`config.mk`:
```
export PLATFORM = sky130hd
export DESIGN_NAME = scanline_pixel_fetch
export DESIGN_NICKNAME = d
export VERILOG_FILES = /design/src/rtl/scanline_fetch_pkg.sv /design/src/rtl/sf_line_timer.sv /design/src/rtl/sf_pixel_stepper.sv /design/src/rtl/sf_video_out.sv /design/src/rtl/scanline_pixel_fetch.sv
export SDC_FILE = /design/constraint.sdc
export NUM_CORES = 1
export LEC_CHECK = 0
export ABC_AREA = 1
export CELL_PAD_IN_SITES_DETAIL_PLACEMENT = 0
export CELL_PAD_IN_SITES_GLOBAL_PLACEMENT = 1
export CORE_AREA = 2 2 82 84
export CTS_CLUSTER_SIZE = 10
export DETAILED_ROUTE_END_ITERATION = 16
export DIE_AREA = 0 0 84 86
export PLACE_DENSITY_LB_ADDON = 0.15
export SLEW_MARGIN = 20
export SYNTH_ARGS = -nofsm -noshare
export SYNTH_HDL_FRONTEND = slang
export SYNTH_SLANG_ARGS = --single-unit
```
`constraint.sdc`:
```
create_clock -name clk -period 3.7 [get_ports clk]
set_input_delay 0.555 -clock clk [delete_from_list [all_inputs] [get_ports clk]]
set_output_delay 0.555 -clock clk [all_outputs]
set_load 0.02 [all_outputs]
```
`src/rtl/scanline_fetch_pkg.sv`:
```
// Shared types for the scanline pixel fetcher.
package scanline_fetch_pkg;

    // Phase of the scanline as seen by the fetcher.
    typedef enum logic [1:0] {
        PH_IDLE   = 2'd0,
        PH_LEAD   = 2'd1,
        PH_ACTIVE = 2'd2
    } line_phase_e;

endpackage

```
`src/rtl/sf_line_timer.sv`:
```
// Line timer: after a line strobe it counts LEAD_CLKS clocks, then holds
// act_o high for ACTIVE_CLKS clocks. A strobe in any phase restarts the
// lead-in. Assumes LEAD_CLKS >= 1 and ACTIVE_CLKS >= 1.
module sf_line_timer
    import scanline_fetch_pkg::*;
#(
    parameter int LEAD_CLKS   = 872,
    parameter int ACTIVE_CLKS = 4208
) (
    input  logic clk,
    input  logic rst_n,
    input  logic line_start,
    output logic act_o,
    output logic act_start_o
);

    localparam int CNT_MAX = (LEAD_CLKS > ACTIVE_CLKS) ? LEAD_CLKS : ACTIVE_CLKS;
    localparam int CNT_W   = $clog2(CNT_MAX + 1);

    line_phase_e      phase_q;
    logic [CNT_W-1:0] cnt_q;

    // Phase sequencing and the down-counter for the current window.
    always_ff @(posedge clk) begin
        if (!rst_n) begin
            phase_q <= PH_IDLE;
            cnt_q   <= '0;
        end else if (line_start) begin
            phase_q <= PH_LEAD;
            cnt_q   <= CNT_W'(LEAD_CLKS - 1);
        end else begin
            case (phase_q)
                PH_LEAD: begin
                    if (cnt_q == '0) begin
                        phase_q <= PH_ACTIVE;
                        cnt_q   <= CNT_W'(ACTIVE_CLKS - 1);
                    end else begin
                        cnt_q <= cnt_q - CNT_W'(1);
                    end
                end
                PH_ACTIVE: begin
                    if (cnt_q == '0) begin
                        phase_q <= PH_IDLE;
                    end else begin
                        cnt_q <= cnt_q - CNT_W'(1);
                    end
                end
                default: begin
                    phase_q <= PH_IDLE;
                end
            endcase
        end
    end

    // Decoded phase flags for the stepper and the output stage.
    always_comb begin
        act_o       = (phase_q == PH_ACTIVE);
        act_start_o = (phase_q == PH_LEAD) && (cnt_q == '0) && !line_start;
    end

    AST_ACTIVE_ONLY_FROM_LEAD: assert property (@(posedge clk) disable iff (!rst_n)
        $rose(act_o) |-> $past(act_start_o));

    AST_STROBE_CLOSES_WINDOW: assert property (@(posedge clk) disable iff (!rst_n)
        line_start |=> !act_o);

endmodule

```
`src/rtl/sf_pixel_stepper.sv`:
```
// Pixel stepper: zeroes the column on entry to the active region. It then
// advances the column once every PIX_CLKS clocks until NUM_PIX pixels have
// been stepped through, and flags the first clock of each pixel period so
// the output stage can capture it. Assumes NUM_PIX < 2**COL_W and
// PIX_CLKS >= 1.
module sf_pixel_stepper #(
    parameter int COL_W    = 8,
    parameter int NUM_PIX  = 16,
    parameter int PIX_CLKS = 263
) (
    input  logic             clk,
    input  logic             rst_n,
    input  logic             act_i,
    input  logic             act_start_i,
    output logic [COL_W-1:0] col_o,
    output logic             sample_o
);

    localparam int PC_W = (PIX_CLKS > 1) ? $clog2(PIX_CLKS) : 1;

    logic [COL_W-1:0] col_q;
    logic [PC_W-1:0]  pc_q;
    logic             more_pix;

    // Whether the line still has pixels to step through.
    always_comb more_pix = (col_q < COL_W'(NUM_PIX));

    // Column and in-pixel clock counters.
    always_ff @(posedge clk) begin
        if (!rst_n) begin
            col_q <= '0;
            pc_q  <= '0;
        end else if (act_start_i) begin
            col_q <= '0;
            pc_q  <= '0;
        end else if (act_i && more_pix) begin
            if (pc_q == PC_W'(PIX_CLKS - 1)) begin
                pc_q  <= '0;
                col_q <= col_q + COL_W'(1);
            end else begin
                pc_q <= pc_q + PC_W'(1);
            end
        end
    end

    // Outputs: current column, and the capture flag for each new pixel.
    always_comb begin
        col_o    = col_q;
        sample_o = act_i && (pc_q == '0) && more_pix;
    end

    AST_COL_ZERO_ON_ENTRY: assert property (@(posedge clk) disable iff (!rst_n)
        $rose(act_i) |-> (col_o == '0));

    AST_COL_STEP_ONE: assert property (@(posedge clk) disable iff (!rst_n)
        (act_i && $past(act_i) && (col_o != $past(col_o))) |-> (col_o == $past(col_o) + COL_W'(1)));

    AST_COL_BOUND: assert property (@(posedge clk) disable iff (!rst_n)
        act_i |-> (col_o <= COL_W'(NUM_PIX)));

    AST_COL_FROZEN_IDLE: assert property (@(posedge clk) disable iff (!rst_n)
        (!act_i && !$past(act_i) && $past(rst_n)) |-> $stable(col_o));

endmodule

```
`src/rtl/sf_video_out.sv`:
```
// Video output register: in the active region it captures the SRAM byte
// on each pixel's first clock and holds it otherwise. Outside the active
// region it follows the background level. Assumes the SRAM data is valid
// one clock after the address changes.
module sf_video_out #(
    parameter int PIX_W = 8
) (
    input  logic             clk,
    input  logic             rst_n,
    input  logic             act_i,
    input  logic             sample_i,
    input  logic [PIX_W-1:0] sram_data_i,
    input  logic [PIX_W-1:0] bg_level_i,
    output logic [PIX_W-1:0] video_o
);

    logic [PIX_W-1:0] video_q;

    // Select and register the byte shown on the video bus.
    always_ff @(posedge clk) begin
        if (!rst_n) begin
            video_q <= '0;
        end else if (!act_i) begin
            video_q <= bg_level_i;
        end else if (sample_i) begin
            video_q <= sram_data_i;
        end
    end

    // Drive the port from the register.
    always_comb video_o = video_q;

    AST_PIXEL_CAPTURE: assert property (@(posedge clk) disable iff (!rst_n)
        ($past(sample_i) && $past(rst_n)) |-> (video_o == $past(sram_data_i)));

    AST_HOLD_BETWEEN_PIXELS: assert property (@(posedge clk) disable iff (!rst_n)
        ($past(act_i) && !$past(sample_i) && $past(rst_n)) |-> $stable(video_o));

    AST_BG_OUTSIDE: assert property (@(posedge clk) disable iff (!rst_n)
        (!$past(act_i) && $past(rst_n)) |-> (video_o == $past(bg_level_i)));

endmodule

```
`src/rtl/scanline_pixel_fetch.sv`:
```
// Scanline pixel fetcher top. It captures the row with the line strobe and
// forms the SRAM address from that row and the pixel column. It holds the
// SRAM read strobes low for the whole active region and passes fetched
// bytes to the video bus. Assumes an asynchronous SRAM whose read data is
// valid within one clock of an address change while both strobes are low.
module scanline_pixel_fetch #(
    parameter int ROW_W       = 7,
    parameter int COL_W       = 8,
    parameter int PIX_W       = 8,
    parameter int NUM_PIX     = 16,
    parameter int LEAD_CLKS   = 872,
    parameter int ACTIVE_CLKS = 4208,
    parameter int PIX_CLKS    = 263
) (
    input  logic                   clk,
    input  logic                   rst_n,
    input  logic                   line_start,
    input  logic [ROW_W-1:0]       row_sel,
    input  logic [PIX_W-1:0]       bg_level,
    input  logic [PIX_W-1:0]       sram_data,
    output logic [ROW_W+COL_W-1:0] sram_addr,
    output logic                   sram_ce_n,
    output logic                   sram_oe_n,
    output logic [PIX_W-1:0]       video_out
);

    localparam int ADDR_W = ROW_W + COL_W;

    logic             act;
    logic             act_start;
    logic             sample;
    logic [COL_W-1:0] col;
    logic [ROW_W-1:0] row_q;

    sf_line_timer #(
        .LEAD_CLKS   (LEAD_CLKS),
        .ACTIVE_CLKS (ACTIVE_CLKS)
    ) timer_i (
        .clk         (clk),
        .rst_n       (rst_n),
        .line_start  (line_start),
        .act_o       (act),
        .act_start_o (act_start)
    );

    sf_pixel_stepper #(
        .COL_W    (COL_W),
        .NUM_PIX  (NUM_PIX),
        .PIX_CLKS (PIX_CLKS)
    ) stepper_i (
        .clk         (clk),
        .rst_n       (rst_n),
        .act_i       (act),
        .act_start_i (act_start),
        .col_o       (col),
        .sample_o    (sample)
    );

    sf_video_out #(
        .PIX_W (PIX_W)
    ) vout_i (
        .clk         (clk),
        .rst_n       (rst_n),
        .act_i       (act),
        .sample_i    (sample),
        .sram_data_i (sram_data),
        .bg_level_i  (bg_level),
        .video_o     (video_out)
    );

    // Capture the row for the coming line together with the strobe.
    always_ff @(posedge clk) begin
        if (!rst_n) begin
            row_q <= '0;
        end else if (line_start) begin
            row_q <= row_sel;
        end
    end

    // SRAM address and read strobes.
    always_comb begin
        sram_addr = {row_q, col};
        sram_ce_n = !act;
        sram_oe_n = !act;
    end

    AST_ROW_CAPTURED: assert property (@(posedge clk) disable iff (!rst_n)
        line_start |=> (sram_addr[ADDR_W-1:COL_W] == $past(row_sel)));

    AST_ROW_STEADY: assert property (@(posedge clk) disable iff (!rst_n)
        (!$past(line_start) && $past(rst_n)) |-> $stable(sram_addr[ADDR_W-1:COL_W]));

endmodule

```
; ---- Word-level counts from Yosys, hierarchy flattened
; Cells that the tools add are included.
[word_totals]
ff_bits = 47
latch_bits = 0
ram_bits = 0
mem_bits_ro = 0
elab_cells = 52
n_memories = 0
[op_classes]
addsub = 3
mul = 0
div_mod_pow = 0
n_lt_le_gt_ge = 1
eq_ne = 10
shift = 0
mux = 11
bitwise_logic = 1
n_reduce_logical = 18
[ops]
columns = operator, n
row1 = two-way mux 13 bit, 2
row2 = case mux 13 bit (2 select lines), 1
row3 = two-way mux 8 bit, 2
row4 = zero test 13 bit, 1
row5 = "subtractor 13 x 1 -> 13 bit, second input constant", 1
row6 = two-way mux 10 bit, 1
row7 = AND reduction 2 bit, 5
row8 = "adder 9 x 1 -> 9 bit, second input constant", 1
row9 = "equality test 9 bit, second input constant", 1
row10 = zero test 9 bit, 1
row11 = two-way mux 9 bit, 1
row12 = "inequality test 3 bit, second input constant", 3
row13 = "adder 8 x 1 -> 8 bit, second input constant", 1
row14 = "less-than comparator 8 x 5 -> 1 bit, second input constant", 1
row15 = "inequality test 2 bit, second input constant", 4
row16 = logical AND 1 bit, 5
row17 = two-way mux 2 bit, 2
row18 = case mux 2 bit (2 select lines), 1
row19 = OR reduction 2 bit, 2
row20 = nonzero test 3 bit, 1
row21 = "equality test 2 x 1 -> 1 bit, second input constant", 1
row22 = "equality test 2 bit, second input constant", 1
row23 = zero test 1 bit, 2
row24 = nonzero test 2 bit, 1
row25 = 2 further kinds, 2

; ---- Longest topological paths before layout
; Gate-level depths: netlist (run 1).
[depth]
depth_word = 5
ltp_mapped = 11
ltp_nobuf = 10

; ---- By module
; A second synthesis (run 1) with hierarchy kept.
[unflattened]
cells_unflattened = 376
area_unflattened_um2 = 2503.7
[modules_own_cells]
columns = mod, n_inst, cells_per_inst, area_per_inst_um2
row1 = sf_line_timer, 1, 141, 895.9
row2 = sf_pixel_stepper, 1, 128, 882.1
row3 = sf_video_out, 1, 62, 431.7
row4 = scanline_pixel_fetch, 1, 45, 294.0

; ---- Worst setup path before layout (run 1)
; Ideal clock, no wire load.
[synth_timing]
kind = flip-flop to flip-flop
start = reg timer_i.cnt_q[0]
end = reg stepper_i.pc_q[1]
setup_time_ns = 0.117
arrival_time_ns = 1.394
t_required_ns = 3.583
path_slack_ns = 2.190
stages_incl_launch_ff = 9
path_buffers = 1
path_cell_list = dfxtp_1 -> inv_1 -> ha_1 -> nand2_1 -> nor3_1 -> nand3_2 -> o21ai_2 -> buf_4 -> nor2_1
[synth_between]
elab_chain_cells = 4
[synth_lines]
columns = element, line_no
row1 = start: declaration, sf_line_timer.sv:21  ; logic [CNT_W-1:0] cnt_q;
row2 = start signal: assignment, sf_line_timer.sv:30  ; cnt_q <= CNT_W'(LEAD_CLKS - 1);
row3 = start signal: assignment, sf_line_timer.sv:36  ; cnt_q <= CNT_W'(ACTIVE_CLKS - 1);
row4 = start signal: assignment, sf_line_timer.sv:38  ; cnt_q <= cnt_q - CNT_W'(1);
row5 = zero test 13 bit, sf_line_timer.sv:58  ; act_start_o = (phase_q == PH_LEAD) && (cnt_q == '0) && !line_start;
row6 = logical AND 1 bit (2 in a row), sf_line_timer.sv:58
row7 = OR reduction 2 bit (no line), --
row8 = end signal: assignment, sf_pixel_stepper.sv:41  ; pc_q <= pc_q + PC_W'(1);
row9 = end: declaration, sf_pixel_stepper.sv:22  ; logic [PC_W-1:0] pc_q;
; No other way between the ends.
; A chain may end at the register's enable or synchronous reset.

; ---- Final worst setup path (run 1)
[layout_timing]
start = reg timer_i.phase_q[1]
end = out sram_oe_n
[layout_between]
elab_chain_cells = 2
[layout_lines]
columns = element, line_no
row1 = start: declaration, sf_line_timer.sv:20  ; line_phase_e phase_q;
row2 = start signal: assignment, sf_line_timer.sv:26  ; phase_q <= PH_IDLE;
row3 = start signal: assignment, sf_line_timer.sv:29  ; phase_q <= PH_LEAD;
row4 = start signal: assignment, sf_line_timer.sv:35  ; phase_q <= PH_ACTIVE;
row5 = equality test 2 bit, sf_line_timer.sv:57  ; act_o = (phase_q == PH_ACTIVE);
row6 = zero test 1 bit, --
row7 = end: declaration, scanline_pixel_fetch.sv:23  ; output logic sram_oe_n,
; No other way between the ends.

==> reports/qor.yml, run 1 <==
place:
  placed_cell_area_mm2: 0.002872
  gp_congestion: 0.8323
  place_inst: 450
  place_ws_ns: 1.276
  io_buffers: 50
  hpwl_um: 3805
clock_tree:
  clk_pin_slew_ns: 0.09
  worstSkewPairLatency_ns: 0.30
  cts_max_level: 2
  root_buffer: "clkbuf_8"
  clkSinkCount: 47
  cts_buffer_depth: 2
  cts_tree: "yes"
  cts_resized: 0
  holdBufCountCts: 0
  post-cts-setup-buffer-count: 0
  cts_buffers: 5
sta:
  fmax_mhz: 414.7
  finalHoldViolCount: 0
  tightest_slew_ns: 0.6213
  rsz0062_at_grt: "false"
  timing.final.crit_share_pct: 65.17
  finalSetupTns_ns: 0
  period_needed_ns: 2.411
  maxSlewViolCount: 0
  layout_setup_ws_ns: 1.289
  finClkSkew_ns: 0.007863
  relSlewSlack_pct: 58.57
  holdWs_ns: 0.4573
  setup_viol: 0
global_routing:
  use_met1_pct: 19.89
  grt_pass1_wl_um: 9287
  grt_pass1_vias: 2139
  grt_usage_pct: 15.53
  met2_usage_pct: 25.38
  grt_overflow: 0
  top_usage_layer: "met2"
  grt_start_max_net_pins: 19
  antenna_found_initial: 0
  met3_usage_pct: 3.561
die:
  die_width_um: 84
  core_area_mm2: 0.006277
  die_area_mm2: 0.007224
  die_y_um: 86
  start_util_pct: 37.03
  io_pins: 51
  rows: 29
setup_path:
  worst-path-buf-inv: 3
  cp_cell_sequence: "inv_2, nor2_4, inv_2, clkdlybuf4s50_1"
  cp_max_fo: 17
  crit_type: "flop to primary output"
  r2r_cells: 8
  cp.arrival_ns: 1.86
  crit_family: "buffers and inverters"
  reg2reg_to: "vout_i.video_o[4]"
  critPathCapture: "sram_oe_n"
  cp_slowest_cell: "clkdlybuf4s50_1"
  cp-startpoint: "timer_i.phase_q[1]"
  start_kind: "flop"
  path_common_cell: "inv_2"
  required_ns: 3.14
  end_kind: "primary output"
  reg2reg_slack_ns: 1.68
  timing.rr.start: "timer_i.phase_q[1]"
  crit_cells: 4
  cpPeakStageDelay_ns: 0.59
power_and_ir_drop:
  p_switching_mw: 0.2900
  leakagePower_nw: 1.182
  intPower_mw: 0.7419
  clkPwrFrac_pct: 30.7
  p_per_area_mw_per_mm2: 348.6
  irDropWorstVdd_uv: 188.2
  pwr-share-comb_pct: 17.1
  sw_frac_of_total_pct: 28.11
  power_mw: 1.032
  p_seq_share_pct: 52.3
synthesis:
  ys_seq_elements: 47
  yosysUniqueCellTypes: 30
  synth_area_per_cell_um2: 7.023
  ys_seq_area_share_pct: 40.47
  syn_area_mm2: 0.002325
  ys_warn_count: 0
  synth_fp_nets: 363
  synth_cells: 331
detailed_routing:
  vias_per_cell: 4.865
  wl_per_cell_um: 11.34
  ant_nets: 0
  wl_um: 5195
  num_vias: 2228
  dr.pass1.iters: 4
  first_iter_violations: 134
  drc: 0
layout:
  finalInstanceArea_mm2: 0.002960
  area_growth_pct: 27.34
  final_cells: 458
  layout-drive-gt1-share_pct: 6.824
  post-route-util_pct: 47.16
  nNetsFinal: 412
  antenna_cells: 0
  fillers: 657
job:
  maxCapViolations: 0
outcome:
  status: "complete, no violations"
hold_path:
  hp-class: "flop to flop"
[power groups by stage]
stage          registers [mW]  logic, mW  clock network [mW]
4_1_cts                 0.540      0.178               0.330
3_5_place_dp            0.551      0.177                   0
6_report                0.540      0.176               0.316
2_1_floorplan           0.562     0.0979                   0
3_3_place_gp            0.551      0.178                   0
5_1_grt                 0.542      0.200               0.347
[synth_stat cells, drive strengths merged]
cell type | n | area (um^2)
nor3b | 3 | 22.52
o211ai | 2 | 15.01
nand2 | 63 | 246.5
buf | 5 | 42.53
a22oi | 1 | 7.510
ha | 6 | 75.07
o21ai | 24 | 123.9
xor2 | 2 | 17.52
nor3 | 9 | 50.05
clkbuf | 4 | 15.01
nor2 | 69 | 289.0
xnor2 | 4 | 35.03
inv | 36 | 135.1
nand4 | 8 | 50.05
nand3 | 20 | 105.1
a211oi | 1 | 7.510
and3 | 8 | 50.05
a21oi | 18 | 90.09
or2 | 1 | 6.260
dfxtp | 47 | 940.9
[worst min-delay path, stage by stage (launching register included)]
cell and delay (ns):
dfxtp_1 0.34, inv_1 0.05, nor2_1 0.03
[how the worst min path moves through the flow]
| stage | from | to | slack [ns] | cells after the start |
|---|---|---|---|---|
| after floorplan | timer_i.cnt_q[6] | timer_i.cnt_q[6] | 0.45 | 2 |
| after global placement | stepper_i.col_o[7] | stepper_i.col_o[7] | 0.45 | 2 |
| after detailed placement | stepper_i.col_o[7] | stepper_i.col_o[7] | 0.45 | 2 |
| after CTS | stepper_i.col_o[7] | stepper_i.col_o[7] | 0.47 | 2 |
| after global routing | stepper_i.col_o[7] | stepper_i.col_o[7] | 0.50 | 2 |
| final | stepper_i.col_o[7] | stepper_i.col_o[7] | 0.46 | 2 |
[routing by layer]
metal / wire [um] / part of all wire [%]
met4: 84 / 1.6
met1: 2509 / 48
met5: 0 / 0
met2: 2328 / 45
met3: 273 / 5.3
[layout by cell type, fill, tap and decap left out, types with 6 or more instances in the layout]
cell             count
nor2_1              61
nand2_1             59
clkdlybuf4s50_1     50
dfxtp_1             47
inv_1               34
nand3_1             19
a21oi_1             18
o21ai_0             14
o21ai_1              9
nor3_1               8
nand4_1              8
and3_1               8
nor2_2               6
ha_1                 6
[flip-flops by register name, summed over array words and instances, names as in the netlist]
signal,cells
stepper_i.pc_q,9
timer_i.phase_q,2
row_q,7
timer_i.cnt_q,13
stepper_i.col_o,8
vout_i.video_o,8
[cells by family (layout without fill, tap and decap cells)]
kind of cell | after synthesis | after routing | synth area share, %
and+or+nand+nor | 181 | 181 | 35.25
DFF | 47 | 47 | 40.47
AOI/OAI and AO/OA | 46 | 46 | 10.50
buffers and inverters | 45 | 95 | 8.288
adders and majority gates | 6 | 6 | 3.229
xor gates and xnor gates | 6 | 6 | 2.260
[area by class of cell]
type	count	area, um^2	share of cell area (%)
Multi-Input combinational cell	239	1191	40.24
Sequential cell	47	940.9	31.78
Timing Repair Buffer	51	508.0	17.16
Inverter	36	135.1	4.565
Tap cell	77	96.34	3.254
Clock buffer	6	72.57	2.451
Clock inverter	2	16.27	0.5495
No activity file was read; power rests on OpenSTA's default activity.
==> inputs of run 2 (changes only) <==
--- a/config.mk
+++ b/config.mk
@@ -8,10 +8,10 @@
 export ABC_AREA = 1
 export CELL_PAD_IN_SITES_DETAIL_PLACEMENT = 0
 export CELL_PAD_IN_SITES_GLOBAL_PLACEMENT = 1
-export CORE_AREA = 2 2 82 84
+export CORE_AREA = 2 2 89 91
 export CTS_CLUSTER_SIZE = 10
 export DETAILED_ROUTE_END_ITERATION = 16
-export DIE_AREA = 0 0 84 86
+export DIE_AREA = 0 0 91 93
 export PLACE_DENSITY_LB_ADDON = 0.15
 export SLEW_MARGIN = 20
 export SYNTH_ARGS = -nofsm -noshare
==> constraint.sdc (replaced) <==
create_clock -name clk -period 2.15 [get_ports clk]
set_input_delay 0.3225 -clock clk [delete_from_list [all_inputs] [get_ports clk]]
set_output_delay 0.3225 -clock clk [all_outputs]
set_load 0.02 [all_outputs]
==> reports/qor.yml, run 2 (synthesis results as in run 1) <==
layout:
  layout-drive-gt1-share_pct: 8.527
  final_cell_mix: "61 x nor2_1, 59 x nand2_1, 50 x clkdlybuf4s50_1"
  antenna_cells: 0
  reg_top3: "timer_i.cnt_q: 13 flops, stepper_i.pc_q: 9 flops"
  final_cells: 489
  largest_register: "timer_i.cnt_q"
  final_common_cell: "nor2_1"
  nNetsFinal: 418
  largest_reg_flops: 13
  area_growth_pct: 31.65
  fillers: 852
place:
  gp_congestion: 0.8171
  hpwl_um: 4409
  io_buffers: 50
  place_inst: 481
sta:
  finClkSkew_ns: 0.006196
  timing.final.crit_share_pct: 85.41
  maxSlewViolCount: 0
  finalSetupTns_ns: 0
  finalHoldViolCount: 0
  rsz0062_at_grt: "false"
  tightest_slew_ns: 0.5706
  setup_viol: 0
  period_needed_ns: 1.836
  relSlewSlack_pct: 61.56
  fmax_mhz: 544.6
detailed_routing:
  ant_nets: 0
  dr.pass1.iters: 4
  wl_um: 5798
  wl_met3_um: 151
  drc: 0
  vias_per_cell: 4.548
  first_iter_violations: 45
  top_layer: "met4"
  wl_met2_um: 2866
  num_vias: 2224
  wl_per_cell_um: 11.86
  wl_met1_um: 2727
clock_tree:
  holdBufCountCts: 0
  clk_pin_slew_ns: 0.09
  worstSkewPairLatency_ns: 0.30
  root_buffer: "clkbuf_8"
  cts_buffers: 5
  cts_tree: "yes"
  cts_max_level: 2
  cts_resized: 0
  cts_buffer_depth: 2
  clkSinkCount: 47
  post-cts-setup-buffer-count: 0
setup_path:
  end_kind: "primary output"
  start_kind: "flop"
  crit_type: "flop to primary output"
  required_ns: 1.83
  cp_max_fo: 6
  cp.arrival_ns: 1.51
global_routing:
  antenna_found_initial: 0
  grt_overflow: 0
  grt_pass1_vias: 2063
  grt_start_max_net_pins: 17
  grt_usage_pct: 14.23
  grt_pass1_wl_um: 9666
outcome:
  status: "complete, no violations"
die:
  die_y_um: 93
  core_area_mm2: 0.007527
  die_width_um: 91
  die_area_mm2: 0.008463
  start_util_pct: 30.88
  rows: 32
  io_pins: 51
power_and_ir_drop:
  irDropWorstVdd_uv: 253.1
  p_per_area_mw_per_mm2: 619.0
  leakagePower_nw: 1.227
job:
  maxCapViolations: 0
hold_path:
  hp-class: "flop to flop"
[run 2: path summary, 6_finish.rpt]
| check | startpoint | to | slack, ns | cells after the start |
|---|---|---|---|---|
| min reg2reg | stepper_i.col_o[6] | stepper_i.col_o[6] | 0.45 | 2 |
| max | timer_i.phase_q[0] | sram_oe_n | 0.31 | 3 |
| max reg2reg | timer_i.cnt_q[0] | stepper_i.pc_q[8] | 0.42 | 10 |
| min | stepper_i.col_o[6] | stepper_i.col_o[6] | 0.45 | 2 |
[run 2: layout make-up]
type,instances,area (um^2),area share [%]
timing repair buffer,57,553.0,18.07
multi-input combinational,239,1191,38.92
inverter,36,135.1,4.415
sequential,47,940.9,30.74
clock buffer,5,68.82,2.249
clock inverter,3,43.79,1.431
tap,102,127.6,4.170
[run 2: metal layers]
layer,vias up,global-route usage [%]
met4,0,4.167
met5,-,0
li1,1175,-
met1,1023,17.74
met3,4,2.740
met2,22,25.00
[run 2: worst max-delay path, stage by stage, from the launching register on]
cell,delay [ns]
dfxtp_1,0.38
nor2_4,0.06
inv_2,0.15
clkdlybuf4s50_1,0.63
[run 2: where the power goes]
part	total, mW	internal (mW)	switching [mW]
logic	0.316	0.143	0.173
clock network	0.650	0.346	0.303
registers	0.929	0.905	0.0243
[run 2: through the flow]
| step | util (%) | area [um^2] | hold slack [ns] | power (mW) | setup slack (ns) |
|---|---|---|---|---|---|
| final | 40.66 | 3060 | 0.4507 | 1.894 | 0.3138 |
| after global routing | 40.66 | 3060 | 0.4700 | 1.997 | 0.2281 |
| after CTS | 40.66 | 3060 | 0.4550 | 1.921 | 0.2856 |
| after detailed placement | 39.16 | 2948 | 0.4377 | 1.268 | 0.4580 |
| after global placement | 39.16 | 2948 | 0.4325 | 1.268 | 0.4819 |
| after floorplan | - | 2325 | 0.4526 | 1.135 | 0.6396 |
==> inputs of run 3 (changes only) <==
--- a/config.mk
+++ b/config.mk
@@ -8,10 +8,11 @@
 export ABC_AREA = 1
 export CELL_PAD_IN_SITES_DETAIL_PLACEMENT = 0
 export CELL_PAD_IN_SITES_GLOBAL_PLACEMENT = 1
-export CORE_AREA = 2 2 89 91
+export CORE_AREA = 2 2 80 82
+export CTS_BUF_LIST = sky130_fd_sc_hd__clkbuf_8
 export CTS_CLUSTER_SIZE = 10
 export DETAILED_ROUTE_END_ITERATION = 16
-export DIE_AREA = 0 0 91 93
+export DIE_AREA = 0 0 82 84
 export PLACE_DENSITY_LB_ADDON = 0.15
 export SLEW_MARGIN = 20
 export SYNTH_ARGS = -nofsm -noshare
==> constraint.sdc (replaced) <==
create_clock -name clk -period 2.4 [get_ports clk]
set_input_delay 0.36 -clock clk [delete_from_list [all_inputs] [get_ports clk]]
set_output_delay 0.36 -clock clk [all_outputs]
set_load 0.02 [all_outputs]
==> reports/qor.yml, run 3 (synthesis results as in run 1) <==
clock_tree:
  cts_buffer_depth: 2
  clk_pin_slew_ns: 0.09
  cts_resized: 0
  cts_buffers: 5
  clkSinkCount: 47
  cts_max_level: 2
  cts_tree: "yes"
  worstSkewPairLatency_ns: 0.30
  post-cts-setup-buffer-count: 0
  holdBufCountCts: 0
  root_buffer: "clkbuf_8"
place:
  io_buffers: 50
  hpwl_um: 4016
  place_ws_ns: 0.6293
  gp_congestion: 0.7698
  placed_cell_area_mm2: 0.002902
setup_path:
  crit_family: "buffers and inverters"
  start_kind: "flop"
  cpPeakStageDelay_ns: 0.66
  cp_slowest_cell: "clkdlybuf4s50_1"
  end_kind: "primary output"
  timing.rr.start: "timer_i.cnt_q[0]"
  cp.arrival_ns: 1.62
  worst-path-buf-inv: 2
  cp_cell_sequence: "nor2_4, inv_2, clkdlybuf4s50_1"
  crit_type: "flop to primary output"
  reg2reg_slack_ns: 0.64
  r2r_cells: 8
  reg2reg_to: "stepper_i.col_o[2]"
  cp_max_fo: 13
  required_ns: 2.04
  cp-startpoint: "timer_i.phase_q[0]"
sta:
  setup_viol: 0
  layout_setup_ws_ns: 0.4165
  rsz0062_at_grt: "false"
  maxSlewViolCount: 0
  fmax_mhz: 504.2
  tightest_slew_ns: 0.6216
  finClkSkew_ns: 0.007513
  period_needed_ns: 1.983
  timing.final.crit_share_pct: 82.64
  holdWs_ns: 0.4533
  relSlewSlack_pct: 58.12
  finalSetupTns_ns: 0
  finalHoldViolCount: 0
global_routing:
  grt_pass1_vias: 2026
  grt_start_max_net_pins: 17
  grt_usage_pct: 16.63
  grt_pass1_wl_um: 9059
  grt_overflow: 0
  antenna_found_initial: 0
layout:
  antenna_cells: 0
  fillers: 627
  largest_register: "timer_i.cnt_q"
  finalInstanceArea_mm2: 0.003004
  reg_top3: "timer_i.cnt_q: 13 flops, stepper_i.pc_q: 9 flops"
  final_cell_mix: "61 x nor2_1, 59 x nand2_1, 50 x clkdlybuf4s50_1"
  nNetsFinal: 416
  final_common_cell: "nor2_1"
  layout-drive-gt1-share_pct: 7.552
  area_growth_pct: 29.22
  largest_reg_flops: 13
detailed_routing:
  vias_per_cell: 4.753
  num_vias: 2191
  dr.pass1.iters: 4
  wl_per_cell_um: 11.73
  ant_nets: 0
  first_iter_violations: 57
  drc: 0
  wl_um: 5409
hold_path:
  hp-class: "flop to flop"
  holdCritStartpoint: "stepper_i.col_o[7]"
  whs_path_depth: 2
  holdPathEnd: "stepper_i.col_o[7]"
power_and_ir_drop:
  irDropWorstVdd_uv: 260.3
  p_per_area_mw_per_mm2: 554.4
  leakagePower_nw: 1.216
  power_mw: 1.666
outcome:
  status: "complete, no violations"
die:
  io_pins: 51
  die_width_um: 82
  die_y_um: 84
  rows: 29
  core_area_mm2: 0.006096
  die_area_mm2: 0.006888
  start_util_pct: 38.14
job:
  maxCapViolations: 0
run 3: worst max path at each step:
stage | endpoint | slack, ns | cells past startpoint
finish | sram_ce_n | 0.42 | 3
CTS | sram_ce_n | 0.39 | 3
global placement | timer_i.cnt_q[1] | 0.62 | 7
detailed placement | stepper_i.pc_q[0] | 0.63 | 8
global route | sram_oe_n | 0.32 | 3
floorplan | stepper_i.pc_q[1] | 0.89 | 8
run 3: worst reg2reg max path, cell delays in order, from the launching register on:
cell     delay (ns)
dfxtp_1        0.31
inv_1          0.11
ha_1           0.20
nand2_1        0.06
nor3_1         0.23
nand3_2        0.17
o21ai_2        0.27
buf_4          0.23
nor3b_1        0.06
run 3: where the power goes:
group	switching [mW]	total, mW	internal, mW
logic	0.151	0.278	0.127
registers	0.0217	0.832	0.810
clock network	0.254	0.555	0.301
total	0.427	1.67	1.24
run 3: through the flow:
step | util [%] | instances
floorplan | - | 331
global placement | 47.60 | 454
detailed placement | 47.60 | 454
CTS | 49.28 | 461
global route | 49.28 | 461
finish | 49.28 | 461
run 3: cell type report:
type	instances	area [um^2]	area share (%)
sequential	47	940.9	31.32
clock buffer	5	68.82	2.291
clock inverter	2	33.78	1.125
multi-input combinational	239	1191	39.65
tap	77	96.34	3.207
inverter	36	135.1	4.498
timing repair buffer	55	538.0	17.91
run 3: metal layers:
metal  vias up  share of wire, %  GRT usage [%]  wire, um
met5         -                 0              0         0
met4         0               1.6          5.455        85
met3         8               3.3          3.788       178
met2        34                47          26.46      2559
met1       980                48          21.95      2587
li1       1169                 -              -         -
